`src/rtl/burst_addr_pkg.sv`:
```
package burst_addr_pkg;

  // Effective address ordering after code decode and length qualification
  typedef enum logic [1:0] {
    SEQ_INCR   = 2'd0,
    SEQ_WRAP   = 2'd1,
    SEQ_STREAM = 2'd2,
    SEQ_XOR    = 2'd3
  } seqKindE;

  // Strobes from control to datapath
  typedef struct packed {
    logic load;
    logic advance;
  } dpCtrlS;

  // Raw 3-bit code to ordering; block orderings need a power-of-two length
  function automatic seqKindE decodeKind(input logic [2:0] code, input logic lenPow2);
    seqKindE k;
    case (code)
      3'd1:    k = lenPow2 ? SEQ_WRAP : SEQ_INCR;
      3'd2:    k = SEQ_STREAM;
      3'd3:    k = lenPow2 ? SEQ_XOR : SEQ_INCR;
      default: k = SEQ_INCR;
    endcase
    return k;
  endfunction

endpackage

```
`src/rtl/burst_addr_ctrl.sv`:
```
module burst_addr_ctrl
  import burst_addr_pkg::*;
#(
  parameter int LEN_W = 6
) (
  input  logic             clk,
  input  logic             rstN,
  input  logic             reqValid,
  input  logic             xferAccept,
  input  logic [LEN_W-1:0] beatLen,
  input  logic [LEN_W-1:0] curLen,
  input  logic             curPrecise,
  output logic             reqReady,
  output logic             xferValid,
  output logic             xferLast,
  output dpCtrlS           dpCtrl
);

  localparam logic [LEN_W-1:0] ONE = LEN_W'(1);

  logic             busyQ;
  logic [LEN_W-1:0] beatQ;
  logic             lastPrecise;
  logic             lastImprecise;
  logic             beatDone;

  // Precise: count against the captured length; zero or one means single beat
  assign lastPrecise   = (curLen <= ONE) ? 1'b1 : (beatQ == (curLen - ONE));
  // Imprecise: hint read live on the current beat
  assign lastImprecise = (beatLen == ONE);

  assign reqReady  = !busyQ;
  assign xferValid = busyQ;
  assign xferLast  = busyQ && (curPrecise ? lastPrecise : lastImprecise);
  assign beatDone  = busyQ && xferAccept;

  always_comb begin
    dpCtrl         = '0;
    dpCtrl.load    = reqValid && !busyQ;
    dpCtrl.advance = beatDone;
  end

  always_ff @(posedge clk) begin
    if (!rstN) begin
      busyQ <= 1'b0;
      beatQ <= '0;
    end else if (dpCtrl.load) begin
      busyQ <= 1'b1;
      beatQ <= '0;
    end else if (beatDone) begin
      if (xferLast) begin
        busyQ <= 1'b0;
      end
      beatQ <= beatQ + ONE;
    end
  end

endmodule

```
`src/rtl/burst_addr_dp.sv`:
```
module burst_addr_dp
  import burst_addr_pkg::*;
#(
  parameter int ADDR_W = 32,
  parameter int LEN_W  = 6,
  parameter int SIZE_W = 2
) (
  input  logic              clk,
  input  logic              rstN,
  input  dpCtrlS            dpCtrl,
  input  logic [ADDR_W-1:0] reqAddr,
  input  logic [2:0]        reqType,
  input  logic [LEN_W-1:0]  reqLen,
  input  logic              reqPrecise,
  input  logic [SIZE_W-1:0] reqSize,
  output logic [ADDR_W-1:0] xferAddr,
  output logic [2:0]        xferType,
  output logic [LEN_W-1:0]  curLen,
  output logic              curPrecise
);

  localparam logic [ADDR_W-1:0] ADDR_ONE = ADDR_W'(1);

  logic [ADDR_W-1:0] startQ;
  logic [ADDR_W-1:0] offsQ;
  logic [ADDR_W-1:0] maskQ;
  logic [ADDR_W-1:0] stepQ;
  logic [2:0]        codeQ;
  logic [LEN_W-1:0]  lenQ;
  logic              precQ;
  seqKindE           seqQ;

  logic              lenPow2;
  logic [ADDR_W-1:0] blockBytes;
  logic [ADDR_W-1:0] baseAddr;
  logic [ADDR_W-1:0] linAddr;

  // Block geometry is settled at load so the per-beat path stays shallow
  assign lenPow2    = (reqLen != '0) && ((reqLen & (reqLen - LEN_W'(1))) == '0);
  assign blockBytes = ADDR_W'(reqLen) << reqSize;

  always_ff @(posedge clk) begin
    if (!rstN) begin
      startQ <= '0;
      offsQ  <= '0;
      maskQ  <= '0;
      stepQ  <= '0;
      codeQ  <= '0;
      lenQ   <= '0;
      precQ  <= 1'b0;
      seqQ   <= SEQ_INCR;
    end else if (dpCtrl.load) begin
      startQ <= reqAddr;
      offsQ  <= '0;
      maskQ  <= blockBytes - ADDR_ONE;
      stepQ  <= ADDR_ONE << reqSize;
      codeQ  <= reqType;
      lenQ   <= reqLen;
      precQ  <= reqPrecise;
      seqQ   <= decodeKind(reqType, lenPow2);
    end else if (dpCtrl.advance) begin
      offsQ  <= offsQ + stepQ;
    end
  end

  assign baseAddr = startQ & ~maskQ;
  assign linAddr  = startQ + offsQ;

  always_comb begin
    case (seqQ)
      SEQ_WRAP:   xferAddr = baseAddr | (linAddr & maskQ);
      SEQ_STREAM: xferAddr = startQ;
      SEQ_XOR:    xferAddr = baseAddr | ((startQ ^ offsQ) & maskQ);
      default:    xferAddr = linAddr;
    endcase
  end

  assign xferType   = codeQ;
  assign curLen     = lenQ;
  assign curPrecise = precQ;

endmodule

```
`src/rtl/burst_addr_gen.sv`:
```
module burst_addr_gen
  import burst_addr_pkg::*;
#(
  parameter int ADDR_W = 32,
  parameter int LEN_W  = 6,
  parameter int SIZE_W = 2
) (
  input  logic              clk,
  input  logic              rstN,
  input  logic              reqValid,
  output logic              reqReady,
  input  logic [ADDR_W-1:0] reqAddr,
  input  logic [2:0]        reqType,
  input  logic [LEN_W-1:0]  reqLen,
  input  logic              reqPrecise,
  input  logic [SIZE_W-1:0] reqSize,
  input  logic [LEN_W-1:0]  beatLen,
  output logic              xferValid,
  input  logic              xferAccept,
  output logic [ADDR_W-1:0] xferAddr,
  output logic [2:0]        xferType,
  output logic              xferLast
);

  localparam int MAX_SHIFT = (1 << SIZE_W) - 1;

  generate
    if (ADDR_W <= LEN_W + MAX_SHIFT) begin : g_badWidth
      $error("ADDR_W too narrow for the largest burst block");
    end
  endgenerate

  dpCtrlS           dpCtrl;
  logic [LEN_W-1:0] curLen;
  logic             curPrecise;

  burst_addr_ctrl #(
    .LEN_W(LEN_W)
  ) ctrl_i (
    .clk       (clk),
    .rstN      (rstN),
    .reqValid  (reqValid),
    .xferAccept(xferAccept),
    .beatLen   (beatLen),
    .curLen    (curLen),
    .curPrecise(curPrecise),
    .reqReady  (reqReady),
    .xferValid (xferValid),
    .xferLast  (xferLast),
    .dpCtrl    (dpCtrl)
  );

  burst_addr_dp #(
    .ADDR_W(ADDR_W),
    .LEN_W (LEN_W),
    .SIZE_W(SIZE_W)
  ) dp_i (
    .clk       (clk),
    .rstN      (rstN),
    .dpCtrl    (dpCtrl),
    .reqAddr   (reqAddr),
    .reqType   (reqType),
    .reqLen    (reqLen),
    .reqPrecise(reqPrecise),
    .reqSize   (reqSize),
    .xferAddr  (xferAddr),
    .xferType  (xferType),
    .curLen    (curLen),
    .curPrecise(curPrecise)
  );

endmodule

```
`config.mk`:
```
export PLATFORM = sky130hd
export DESIGN_NAME = burst_addr_gen
export DESIGN_NICKNAME = d
export VERILOG_FILES = /design/src/rtl/burst_addr_pkg.sv /design/src/rtl/burst_addr_ctrl.sv /design/src/rtl/burst_addr_dp.sv /design/src/rtl/burst_addr_gen.sv
export SDC_FILE = /design/constraint.sdc
export NUM_CORES = 1
export LEC_CHECK = 0
export BUFFER_PORTS_ARGS = -buffer_cell sky130_fd_sc_hd__buf_2
export CORE_ASPECT_RATIO = 1.4
export CORE_MARGIN = 2
export CORE_UTILIZATION = 55
export DETAILED_ROUTE_END_ITERATION = 6
export HOLD_SLACK_MARGIN = 0.03
export PLACE_DENSITY = 0.83
export SETUP_SLACK_MARGIN = 0.3
export SYNTH_ARGS = -nofsm -noshare
export SYNTH_HDL_FRONTEND = slang
export SYNTH_HIERARCHICAL = 1
export SYNTH_SLANG_ARGS = --single-unit
```
`constraint.sdc`:
```
create_clock -name clk -period 5.1 [get_ports clk]
set_clock_uncertainty 0.1 [all_clocks]
set_input_delay 0.765 -clock clk [delete_from_list [all_inputs] [get_ports clk]]
set_output_delay 0.765 -clock clk [all_outputs]
set_load 0.05 [all_outputs]
```
# == Word-level counts from Yosys, hierarchy flattened ==
# Index checks and enable logic that the tools add are counted.
# op_classes
n_shift,2
n_bitwise,9
order_cmp,1
reduce_logical,11
muxes,9
add_sub_neg,6
eq_ne,8
# op_table
op,n
bitwise AND 32 bit,3
case mux 32 bit (3 select lines),1
adder 32 bit,2
OR 32 bit,2
inverter 32 bit,1
left shift 1 x 2 -> 32 bit (first input constant),1
left shift 6 x 2 -> 32 bit,1
subtractor 32 x 1 -> 32 bit (second input constant),1
bitwise XOR 32 bit,1
subtractor 6 x 1 -> 6 bit (second input constant),2
adder 6 x 1 -> 6 bit (second input constant),1
bitwise AND 6 bit,1
equality test 3 x 2 -> 1 bit (second input constant),2
equality test 6 x 1 -> 1 bit (second input constant),1
equality test 6 bit,1
<= comparator 6 x 1 -> 1 bit (second input constant),1
zero test 6 bit,1
two-way mux 1 bit,6
case mux 2 bit (3 select lines),1
nonzero test 6 bit,1
equality test 2 bit (second input constant),2
logical AND 1 bit,4
nonzero test 2 bit,2
equality test 3 x 1 -> 1 bit (second input constant),1
6 further kinds,6
# totals
out_inout_bits,38
in_bits,54
ff_bits,147
wordCells,56

# == Longest topological paths before layout ==
# Gate-level depths: netlist of run 1.
# logic_depth
word_depth,8
mapped_depth,12
depth_no_buf,11

# == Modules after synthesis ==
# Netlist of run 1, hierarchy kept.
# by_module_without_submodules
mod,area_per_inst_um2,cells_per_inst,instances
burst_addr_dp,7582.3,1008,1
burst_addr_ctrl,505.5,61,1

# == Least setup slack after synthesis of run 1 ==
# Ideal clock, no wire load.
# synth_path
kind,register to output
start,register dp_i.startQ[3]
end,output port xferAddr[25]
path_buffers,1
path_slack_ns,0.827
arrival_time_ns,3.408
path_stages_with_launch,11
path_cell_list,dfxtp_1 -> ha_1 -> buf_6 -> and3_4 -> a221oi_4 -> o311ai_4 -> a22oi_1 -> o21ai_0 -> o41a_1 -> o2111a_1 -> nor3b_1
# synth_via
elab_chain_len,4
# synth_lines
element,line,source
from (decl),burst_addr_dp.sv:24,logic [ADDR_W-1:0] startQ;
from (signal assigned),burst_addr_dp.sv:53,startQ <= reqAddr;
adder 32 bit *,burst_addr_dp.sv:67,assign linAddr = startQ + offsQ;
bitwise AND 32 bit,burst_addr_dp.sv:71,SEQ_WRAP: xferAddr = baseAddr | (linAddr & maskQ);
OR 32 bit,burst_addr_dp.sv:71,
case mux 32 bit (3 select lines) *,burst_addr_dp.sv:70,case (seqQ)
to (decl),burst_addr_gen.sv:20,"output logic [ADDR_W-1:0] xferAddr,"
# Every way passes the cells marked *; elsewhere a longest branch is shown, timed or not.

# == Final worst setup path of run 1 ==
# layout_path
start,register dp_i.offsQ[4]
end,output port xferAddr[25]
# layout_via
elab_chain_len,4
# layout_lines
element,line,source
from (decl),burst_addr_dp.sv:25,logic [ADDR_W-1:0] offsQ;
from (signal assigned),burst_addr_dp.sv:62,offsQ <= offsQ + stepQ;
adder 32 bit *,burst_addr_dp.sv:67,
bitwise AND 32 bit,burst_addr_dp.sv:71,
OR 32 bit,burst_addr_dp.sv:71,
case mux 32 bit (3 select lines) *,burst_addr_dp.sv:70,
# Marks and branches as above.

==> results of run 1 <==
## cell usage in the layout (no fill, tap or decap), types with 10 or more instances in the layout
cell type	synthesis	final
a211oi_1	14	14
a21o_1	31	31
a21oi_1	69	69
a22oi_1	10	10
and3_1	13	13
buf_2	4	91
dfxtp_1	104	102
ha_1	40	40
inv_1	40	39
mux2i_1	60	60
nand2_1	88	88
nand2b_1	12	12
nand3_1	35	35
nand4_1	13	13
nor2_1	146	146
nor2b_1	13	12
nor3_1	17	17
o21ai_0	62	62
o22ai_1	28	28
xnor2_1	27	27
xor2_1	29	29
## path summary, 6_finish.rpt
check	start	to	slack, ns	cells past startpoint
worst max-delay path	dp_i/offsQ[4]	xferAddr[25]	0.64	10
worst max register to register	dp_i/offsQ[0]	dp_i/offsQ[30]	1.80	11
worst min-delay path	dp_i/maskQ[0]	dp_i/maskQ[0]	0.39	2
worst min register to register	dp_i/maskQ[0]	dp_i/maskQ[0]	0.39	2
## state kept, by name, indices dropped and copies added (netlist names)
| signal | count |
|---|---|
| dp_i/curLen | 6 |
| ctrl_i/xferValid | 1 |
| dp_i/curPrecise | 1 |
| ctrl_i/beatQ | 6 |
| dp_i/maskQ | 17 |
| dp_i/xferType | 3 |
| dp_i/stepQ | 4 |
| dp_i/seqQ | 2 |
| dp_i/offsQ | 32 |
| dp_i/startQ | 32 |
## cells by family (layout without fill, tap and decap cells)
group,count (synthesis),after routing
and+or+nand+nor,379,379
AOI/OAI and AO/OA,307,307
buffers and inverters,115,155
DFF,104,104
muxes,66,66
xor gates and xnor gates,56,56
adders and majority gates,42,42
## worst max-delay path: cells and delay by family (launching register included)
kind,cells,cell delay [ns]
flip-flops,1,0.43
buffers and inverters,1,0.33
AO/OA/AOI/OAI,6,1.61
AND/OR/NAND/NOR,2,0.53
adder cells (fa/ha/maj),1,0.34
## cell usage after synthesis, drive strengths merged, types with 12 or more instances
library cell,count
nand2,88
a21o,31
nor2b,13
o21ai,63
nand2b,12
o22ai,28
clkbuf,60
nor2,146
a211oi,15
xor2,29
xnor2,27
a21oi,69
ha,40
dfxtp,104
nand3,36
buf,13
nand4,13
inv,42
and3,14
mux2i,60
nor3,17
## through the flow
stage / std cells / hold WS (ns) / setup WS, ns / util [%] / total power, µW
6_report: 1298 / 0.392 / 0.638 / 61.5 / 2100
3_3_place_gp: 1282 / 0.373 / 1.16 / 59.2 / 1330
5_1_grt: 1298 / 0.435 / 0.465 / 61.5 / 2180
3_5_place_dp: 1282 / 0.382 / 1.10 / 59.2 / 1340
4_1_cts: 1298 / 0.392 / 0.687 / 61.5 / 2120
2_1_floorplan: 1069 / 0.354 / 0.827 / - / 1230
## metal layers
metal	vias up	wire length [µm]	GRT usage [%]
met5	-	0	0
met4	0	940	13.4
met3	60	1480	4.72
met2	303	10900	48.8
met1	3692	9050	33.7
li1	3919	-	-
## final cells by class
cell class | count | area [µm²] | share of cell area [%]
inverter | 42 | 158 | 1.77
tap | 189 | 236 | 2.66
timing repair buffer | 97 | 500 | 5.63
clock buffer | 10 | 239 | 2.69
clock inverter | 6 | 98.8 | 1.11
sequential | 104 | 2080 | 23.5
multi-input combinational | 850 | 5570 | 62.7
## power by group
part	switching [µW]	internal [µW]	leakage, µW
Sequential	37.7	842	0.000848
Combinational	290	155	0.00282
Clock	326	452	0.000163
Total	654	1450	0.00383
==> reports/qor.csv, run 1 <==
stage;metric;value;unit
clocking;root buf cell;clkbuf_16;
floorplanning;Rows;52;
sta;final setup fails;0;
floorplanning;Ports;92;
routing;DR WL/cell;17.2;µm
critical_path;Required @ worst endpoint;4.24;ns
floorplanning;core footprint;0.0144;mm²
sta;Achievable Freq;0.224;GHz
clocking;Hold-fix buffers, CTS;0;
synthesis;synthesized area;0.00809;mm²
routing;Vias/cell;6.14;
global_routing;Tot GR Track Use;28.2;%
cells_and_area;share of cells above drive strength 1;12.8;%
global_routing;initial antenna violation count;0;
place;Placer Congestion;0.943;
clocking;Clock Path Buffers;2;
synthesis;syn_area_per_cell;7.57;µm²
clocking;worst skew pair latency;0.35;ns
pwr;peak supply drop;0.247;mV
synthesis;register area share after synthesis;25.7;%
synthesis;Syn Nets;1165;
clocking;Post-CTS Setup Inserts;0;
place;DP HPWL;16.0;mm
synthesis;Synth top area share;25.7;%
routing;WL final;22.3;mm
synthesis;warnings from Yosys;6;
synthesis;asr flop ratio synth;0;%
sta;Tcrit/Tclk final;87.5;%
pwr;PwrDens;237;mW/mm²
worst_hold_path;worst min path class;reg -> reg;
cells_and_area;nets@finish;1200;
place;placed standard-cell area;0.00854;mm²
synthesis;Synth Area in XOR/XNOR;6.06;%
status;status;finished clean;
critical_path;crit-path cells;ha_1 > and3_4 > a221oi_4 > o311ai_4 > a22oi_1 > o21ai_0 > o41a_1 > o2111a_1 > nor3b_1 > buf_2;
synthesis;Post-synth EDFFs;0;
cells_and_area;fillers;1321;
floorplanning;initial core utilization;56.0;%
synthesis;Top FF cell, synth;dfxtp_1;
synthesis;flops & latches, synth;104;
sta;RSZ-0062 raised after global routing;false;
flow_run;max-cap violations;0;
critical_path;Critical Path Start Type;flip-flop;
critical_path;arrival time worst endpoint;3.60;ns
synthesis;post-synthesis simple-gate area fraction;21.9;%
cells_and_area;# diodes;0;
synthesis;Compound-Gate Fraction of Synth Area;25.8;%
floorplanning;Die Height;147;µm
sta;Hold Vio Cnt, Final;0;
clocking;Resized cells post-CTS;0;
synthesis;Yosys cell types;83;
cells_and_area;Area Growth Syn to Fin;9.82;%
critical_path;slowest stage delay, CP;0.43;ns
pwr;Leak;0.00383;µW
synthesis;synthesized-area fraction occupied by adder cells;6.68;%
routing;DRT antenna net count;0;
clocking;TritonCTS Buffers;9;
sta;final slew viol count;0;
synthesis;post-synthesis mux area share;8.26;%
global_routing;total grt overflow;0;
routing;drt drc;0;
synthesis;ranking of synthesized cells by area;dfxtp_1 26%, mux2i_1 7.4%, nor2_1 6.8%, ha_1 6.2%, a21oi_1 4.3%;
sta;slew margin rel.;23.0;%
place;# port buffers;91;
critical_path;Setup CP Type;reg -> out;
clocking;CTS tree;built;
synthesis;main combinational cell family by area after synthesis;compound AO/OA/AOI/OAI gates;
global_routing;vias in the first global route;7410;
cells_and_area;post-route cell area;0.00888;mm²
clocking;CTS H-tree depth;3;
synthesis;Synth Instances;1069;
routing;DR iter-0 viols;605;
global_routing;first-pass GRT wire length;35.9;mm
clocking;clock-pin slew on the worst setup and hold paths;0.07;ns
synthesis;dominant cell type by area after synthesis;dfxtp_1;
global_routing;largest net degree at the start of global routing;89;
critical_path;CP endpoint kind;primary output;
floorplanning;die area;0.0157;mm²
critical_path;CP max FO;7;
sta;Setup Total Neg Slack;0;ns
clocking;clock sinks;104;
routing;Pre-Repair DR Iteration Count;7;
floorplanning;Die Wd;106;µm
routing;vias post-DR;7974;
critical_path;slowest stage cell, crit path;dfxtp_1;
sta;Worst-Margin Slew;1.15;ns
sta;Tmin final;4.46;ns
No activity file was read; power rests on OpenSTA's default activity.
==> run 2: changes to the inputs <==
- GPL_ROUTABILITY_DRIVEN: not set -> 0
- SYNTH_HIERARCHICAL: 1 -> not set
==> run 2 against run 1 <==
Global-route usage increased by 1.3 points. Sequential power decreased by 0.5%. Routed wire length increased by 0.91%. Critical path depth increased by 1. Maximum frequency decreased by 0.87%. Non-clock buffer count increased by 5. Via count increased by 2.3%. Critical endpoint is now xferAddr[22].
==> reports/qor.csv, run 2 <==
stage;metric;value;unit
cells_and_area;# diodes;0;
critical_path;Required @ worst endpoint;4.24;ns
critical_path;crit-path most repeated cell;a21oi_1;
cells_and_area;most frequent cells in the layout;187 x nand2_1, 103 x dfxtp_1, 91 x buf_2, 87 x nor2_1, 76 x a21oi_1;
floorplanning;initial core utilization;55.5;%
global_routing;Tot GR Track Use;29.5;%
cells_and_area;post-route cell area;0.00875;mm²
sta;WHS;0.366;ns
clocking;Post-CTS Setup Inserts;0;
synthesis;asr flop ratio synth;0;%
cells_and_area;most common cell after layout, fill and taps aside;nand2_1;
floorplanning;Rows;52;
routing;DR WL/cell;17.0;µm
pwr;internal power;1370;µW
critical_path;arrival time worst endpoint;3.64;ns
sta;Achievable Freq;0.222;GHz
pwr;Leak;0.00372;µW
cells_and_area;biggest regs;dp_i.offsQ (32), dp_i.startQ (32), dp_i.maskQ (17);
floorplanning;Ports;92;
critical_path;Setup CP Type;reg -> out;
pwr;Switching Share;32.4;%
routing;Pre-Repair DR Iteration Count;5;
place;placed standard-cell area;0.00843;mm²
cells_and_area;Area Growth Syn to Fin;10.1;%
synthesis;Post-synth EDFFs;0;
clocking;worst skew pair latency;0.36;ns
synthesis;flops & latches, synth;104;
critical_path;WP buf/inv;1;
critical_path;CP endpoint kind;primary output;
sta;Tmin final;4.50;ns
routing;Vias/cell;6.17;
pwr;sequential share of power;43.2;%
global_routing;vias in the first global route;7692;
global_routing;largest net degree at the start of global routing;56;
status;status;finished clean;
sta;RSZ-0062 raised after global routing;false;
sta;Setup Total Neg Slack;0;ns
routing;vias post-DR;8161;
pwr;Combinational Power Share;19.8;%
clocking;clock-pin slew on the worst setup and hold paths;0.08;ns
critical_path;crit-path leading delay family;compound AO/OA/AOI/OAI gates;
sta;slew margin rel.;57.7;%
clocking;root buf cell;clkbuf_16;
synthesis;Top FF cell, synth;dfxtp_1;
routing;DRT antenna net count;0;
sta;final setup fails;0;
synthesis;Synth top cells by count;188 x nand2_1, 104 x dfxtp_1, 87 x nor2_1;
cells_and_area;nets@finish;1224;
global_routing;first-pass GRT wire length;37.1;mm
worst_hold_path;worst min path class;reg -> reg;
clocking;TritonCTS Buffers;9;
clocking;clock sinks;104;
sta;Hold Vio Cnt, Final;0;
sta;fin worst setup slack;0.599;ns
critical_path;slowest stage cell, crit path;fa_1;
synthesis;dominant cell type by area after synthesis;dfxtp_1;
synthesis;Syn Nets;1185;
pwr;NetSw;656;µW
critical_path;crit-path cells;ha_1 > fa_1 > a21oi_1 > o211ai_1 > a21oi_1 > o21ai_1 > a31o_2 > a211oi_1 > mux2i_1 > nor3_1 > buf_2;
place;DP HPWL;16.6;mm
sta;final slew viol count;0;
critical_path;Critical Path Start Type;flip-flop;
routing;drt drc;0;
place;# port buffers;91;
place;dpl ws;1.07;ns
floorplanning;Die Wd;106;µm
clocking;CTS H-tree depth;3;
clocking;Clock Path Buffers;2;
flow_run;max-cap violations;0;
critical_path;slowest stage delay, CP;0.43;ns
sta;Worst-Margin Slew;0.635;ns
floorplanning;die area;0.0154;mm²
global_routing;initial antenna violation count;0;
synthesis;ranking of synthesized cells by area;dfxtp_1 26%, nand2_1 8.9%, ha_1 6.3%, a21oi_1 4.8%, a21boi_0 4.5%;
routing;DR iter-0 viols;431;
synthesis;Yosys cell types;73;
clocking;CTS tree;built;
pwr;peak supply drop;0.135;mV
pwr;PwrDens;231;mW/mm²
pwr;Clk pwr share;37.0;%
synthesis;synthesized area;0.00794;mm²
sta;Tcrit/Tclk final;88.2;%
synthesis;register area share after synthesis;26.2;%
synthesis;top-count cell post-synth;nand2_1;
routing;WL final;22.5;mm
cells_and_area;share of cells above drive strength 1;12.6;%
floorplanning;core footprint;0.0143;mm²
clocking;Hold-fix buffers, CTS;0;
synthesis;Synth Instances;1089;
synthesis;Synth top area share;26.2;%
clocking;Resized cells post-CTS;0;
synthesis;syn_area_per_cell;7.29;µm²
floorplanning;Die Height;146;µm
synthesis;warnings from Yosys;0;
critical_path;CP max FO;5;
global_routing;total grt overflow;0;
## run 2: cell types whose count changed in the layout (fill, tap and decap cells not counted), sizes merged, moves of 9 or more
cell,previous run,this run
nor2,146,87
nand3,36,27
a211oi,15,6
mux2i,60,14
nand2,88,189
o211a,3,13
inv,44,34
a21boi,2,49
a21o,31,14
## run 2: cell families after synthesis
family,after synthesis,share of synthesized area (%)
multiplexers,17,2.19
AND/OR/NAND/NOR,424,24.6
adder cells (fa/ha/maj),42,6.80
flip-flops,104,26.2
AO/OA/AOI/OAI,343,29.2
buffers and inverters,107,5.29
XOR/XNOR,52,5.73
## run 2: worst paths after layout
kind                 endpoint  slack, ns             start  cells past startpoint
min reg2reg  dp_i.xferType[1]       0.37  dp_i.xferType[1]                      2
max reg2reg    dp_i.offsQ[28]       2.02     dp_i.offsQ[0]                     10
min          dp_i.xferType[1]       0.37  dp_i.xferType[1]                      2
max              xferAddr[22]       0.60     dp_i.offsQ[0]                     11
## run 2: final cells by class
| class | instances | area, µm² |
|---|---|---|
| fill | 1356 | 5570 |
| sequential | 104 | 2080 |
| tap | 189 | 236 |
| multi-input combinational | 878 | 5440 |
| timing repair buffer | 102 | 538 |
| clock buffer | 9 | 225 |
| clock inverter | 7 | 96.3 |
| inverter | 33 | 124 |
## run 2: power groups by stage
| stage | combinational [µW] | clock [µW] | sequential, µW |
|---|---|---|---|
| global placement | 391 | 0 | 892 |
| detailed placement | 398 | 0 | 893 |
| CTS | 399 | 755 | 874 |
| floorplan | 292 | 0 | 887 |
| finish | 400 | 749 | 875 |
| global route | 437 | 792 | 879 |
## run 2: routing by layer
| metal | GRT usage [%] | vias to the layer above | part of all wire, % | wire [µm] |
|---|---|---|---|---|
| met1 | 33.3 | 3785 | 38 | 8650 |
| li1 | - | 3988 | - | - |
| met5 | 0 | - | 0 | 0 |
| met2 | 51.8 | 299 | 50 | 11200 |
| met4 | 18.5 | 0 | 6.3 | 1410 |
| met3 | 4.15 | 89 | 5.5 | 1230 |
## run 2: worst min-delay path: stages (launching register included)
cell and delay [ns]:
dfxtp_1 0.31, nand2_1 0.05, a21boi_0 0.06
## run 2: stage by stage
step                      util (%)  instances  power, µW
after global routing          61.1       1322       2110
after global placement        58.9       1306       1280
after detailed placement      58.9       1306       1290
after CTS                     61.1       1322       2030
final                         61.1       1322       2020
after floorplan                  -       1089       1180
==> run 3: changes to the inputs <==
- REMOVE_ABC_BUFFERS: not set -> 1
==> run 3 against run 2 <==
Cell area fell by 0.23%. Global-route usage barely moved. Critical endpoint unchanged. Routed wire length rose by 1.3%. Cell count fell by 0.15%. Non-clock buffer count fell by 2. Largest cell class unchanged. Maximum frequency rose by 0.87%.
==> reports/qor.csv, run 3 (synthesized netlist as in run 2, its figures left out) <==
stage;metric;value;unit
status;status;finished clean;
worst_hold_path;worst min path class;reg -> reg;
place;dpl ws;1.14;ns
pwr;total power;2020;µW
cells_and_area;nets@finish;1222;
sta;fin worst setup slack;0.638;ns
floorplanning;Rows;52;
pwr;internal power;1370;µW
sta;RSZ-0062 raised after global routing;false;
sta;Tmin final;4.46;ns
cells_and_area;biggest regs;dp_i.offsQ (32), dp_i.startQ (32), dp_i.maskQ (17);
sta;Tcrit/Tclk final;87.5;%
critical_path;Critical Path Start Type;flip-flop;
critical_path;r2r endpoint;dp_i.offsQ[28];
critical_path;Worst Reg2Reg Path Length in Cells;10;
pwr;sequential share of power;43.2;%
pwr;Clk pwr share;36.9;%
worst_hold_path;Worst Hold Launch;dp_i.xferType[2];
cells_and_area;Register Area;0.00208;mm²
pwr;NetSw;651;µW
cells_and_area;Area Growth Syn to Fin;9.86;%
clocking;Clock Path Buffers;2;
cells_and_area;most frequent cells in the layout;186 x nand2_1, 103 x dfxtp_1, 91 x buf_2, 87 x nor2_1, 76 x a21oi_1;
floorplanning;core footprint;0.0143;mm²
pwr;Combinational Power Share;19.9;%
pwr;peak supply drop;0.160;mV
global_routing;largest net degree at the start of global routing;59;
clocking;Post-CTS Setup Inserts;0;
flow_run;max-cap violations;0;
clocking;root buf cell;clkbuf_16;
global_routing;Tot GR Track Use;29.5;%
cells_and_area;# diodes;0;
clocking;CTS H-tree depth;3;
critical_path;CP max FO;5;
routing;DR WL/cell;17.3;µm
floorplanning;initial core utilization;55.5;%
sta;final slew viol count;0;
pwr;Leak;0.00371;µW
clocking;clock-pin slew on the worst setup and hold paths;0.08;ns
clocking;clock sinks;104;
global_routing;total grt overflow;0;
floorplanning;die area;0.0154;mm²
sta;Achievable Freq;0.224;GHz
clocking;worst skew pair latency;0.37;ns
critical_path;reg2reg setup slack;1.97;ns
routing;DRT antenna net count;0;
routing;vias post-DR;8186;
clocking;Hold-fix buffers, CTS;0;
routing;Pre-Repair DR Iteration Count;5;
cells_and_area;most common cell after layout, fill and taps aside;nand2_1;
sta;Worst-Margin Slew;0.874;ns
place;DP HPWL;16.4;mm
place;# port buffers;91;
cells_and_area;Final Core Density;61.0;%
critical_path;FF-to-FF Start;dp_i.offsQ[0];
critical_path;Required @ worst endpoint;4.24;ns
routing;drt drc;0;
routing;WL final;22.8;mm
routing;DR iter-0 viols;452;
sta;Setup Total Neg Slack;0;ns
sta;WHS;0.362;ns
clocking;TritonCTS Buffers;9;
critical_path;Crit. Startpoint;dp_i.offsQ[0];
pwr;Switching Share;32.2;%
sta;final setup fails;0;
routing;Vias/cell;6.20;
critical_path;CP endpoint kind;primary output;
cells_and_area;Multi-input gate area;0.00545;mm²
clocking;CTS tree;built;
critical_path;arrival time worst endpoint;3.60;ns
critical_path;CP endpoint;xferAddr[22];
global_routing;vias in the first global route;7731;
sta;slew margin rel.;41.5;%
sta;Hold Vio Cnt, Final;0;
floorplanning;Die Wd;106;µm
pwr;PwrDens;232;mW/mm²
global_routing;first-pass GRT wire length;36.8;mm
floorplanning;Ports;92;
critical_path;Setup CP Type;reg -> out;
cells_and_area;fillers;1354;
clocking;Resized cells post-CTS;0;
cells_and_area;share of cells above drive strength 1;12.6;%
global_routing;initial antenna violation count;0;
floorplanning;Die Height;146;µm
[run 3: cell count changes in the layout (fill, tap and decap cells not counted), sizes merged]
cell | before | now
clkbuf | 9 | 10
inv | 34 | 33
buf | 102 | 100
[run 3: worst min path at each step]
stage	cells past startpoint	to	slack [ns]
6_report	2	dp_i.xferType[2]	0.36
5_1_grt	2	dp_i.xferType[2]	0.39
4_1_cts	2	dp_i.xferType[2]	0.37
3_5_place_dp	2	dp_i.xferType[2]	0.36
3_3_place_gp	2	dp_i.xferType[2]	0.35
2_1_floorplan	2	dp_i.stepQ[2]	0.35
[run 3: worst max-delay path: stages, from the launching register on]
cell and delay (ns):
dfxtp_1 0.34, ha_1 0.23, fa_1 0.44, a21oi_1 0.25
o211ai_1 0.20, a21oi_1 0.25, o21ai_1 0.19, a31o_2 0.34
a211oi_1 0.38, mux2i_1 0.12, nor3_1 0.19, buf_2 0.29
[run 3: through the flow]
| stage | cell area [µm²] | cells |
|---|---|---|
| 2_1_floorplan | 7650 | 1015 |
| 3_3_place_gp | 8410 | 1304 |
| 3_5_place_dp | 8410 | 1304 |
| 4_1_cts | 8730 | 1320 |
| 5_1_grt | 8730 | 1320 |
| 6_report | 8730 | 1320 |
[run 3: layer usage]
| layer | share of wire (%) | vias to the layer above | track usage [%] |
|---|---|---|---|
| met5 | 0 | - | 0 |
| met4 | 6.0 | 0 | 18.6 |
| met3 | 5.7 | 103 | 4.55 |
| met2 | 49 | 318 | 51.1 |
| met1 | 40 | 3807 | 33.5 |
| li1 | - | 3958 | - |
[run 3: area by class of cell]
class	instances	area share (%)
multi-input cells	878	62.4
well taps	189	2.71
flip-flops and latches	104	23.9
clock buffers	10	2.74
repair buffers	100	5.99
clock inverters	6	0.860
inverters	33	1.42
[run 3: power groups by stage]
stage | sequential (µW) | clock (µW) | combinational (µW)
after floorplan | 890 | 0 | 273
after detailed placement | 891 | 0 | 400
after global placement | 890 | 0 | 392
after CTS | 872 | 755 | 402
after global routing | 877 | 786 | 437
final | 873 | 746 | 403
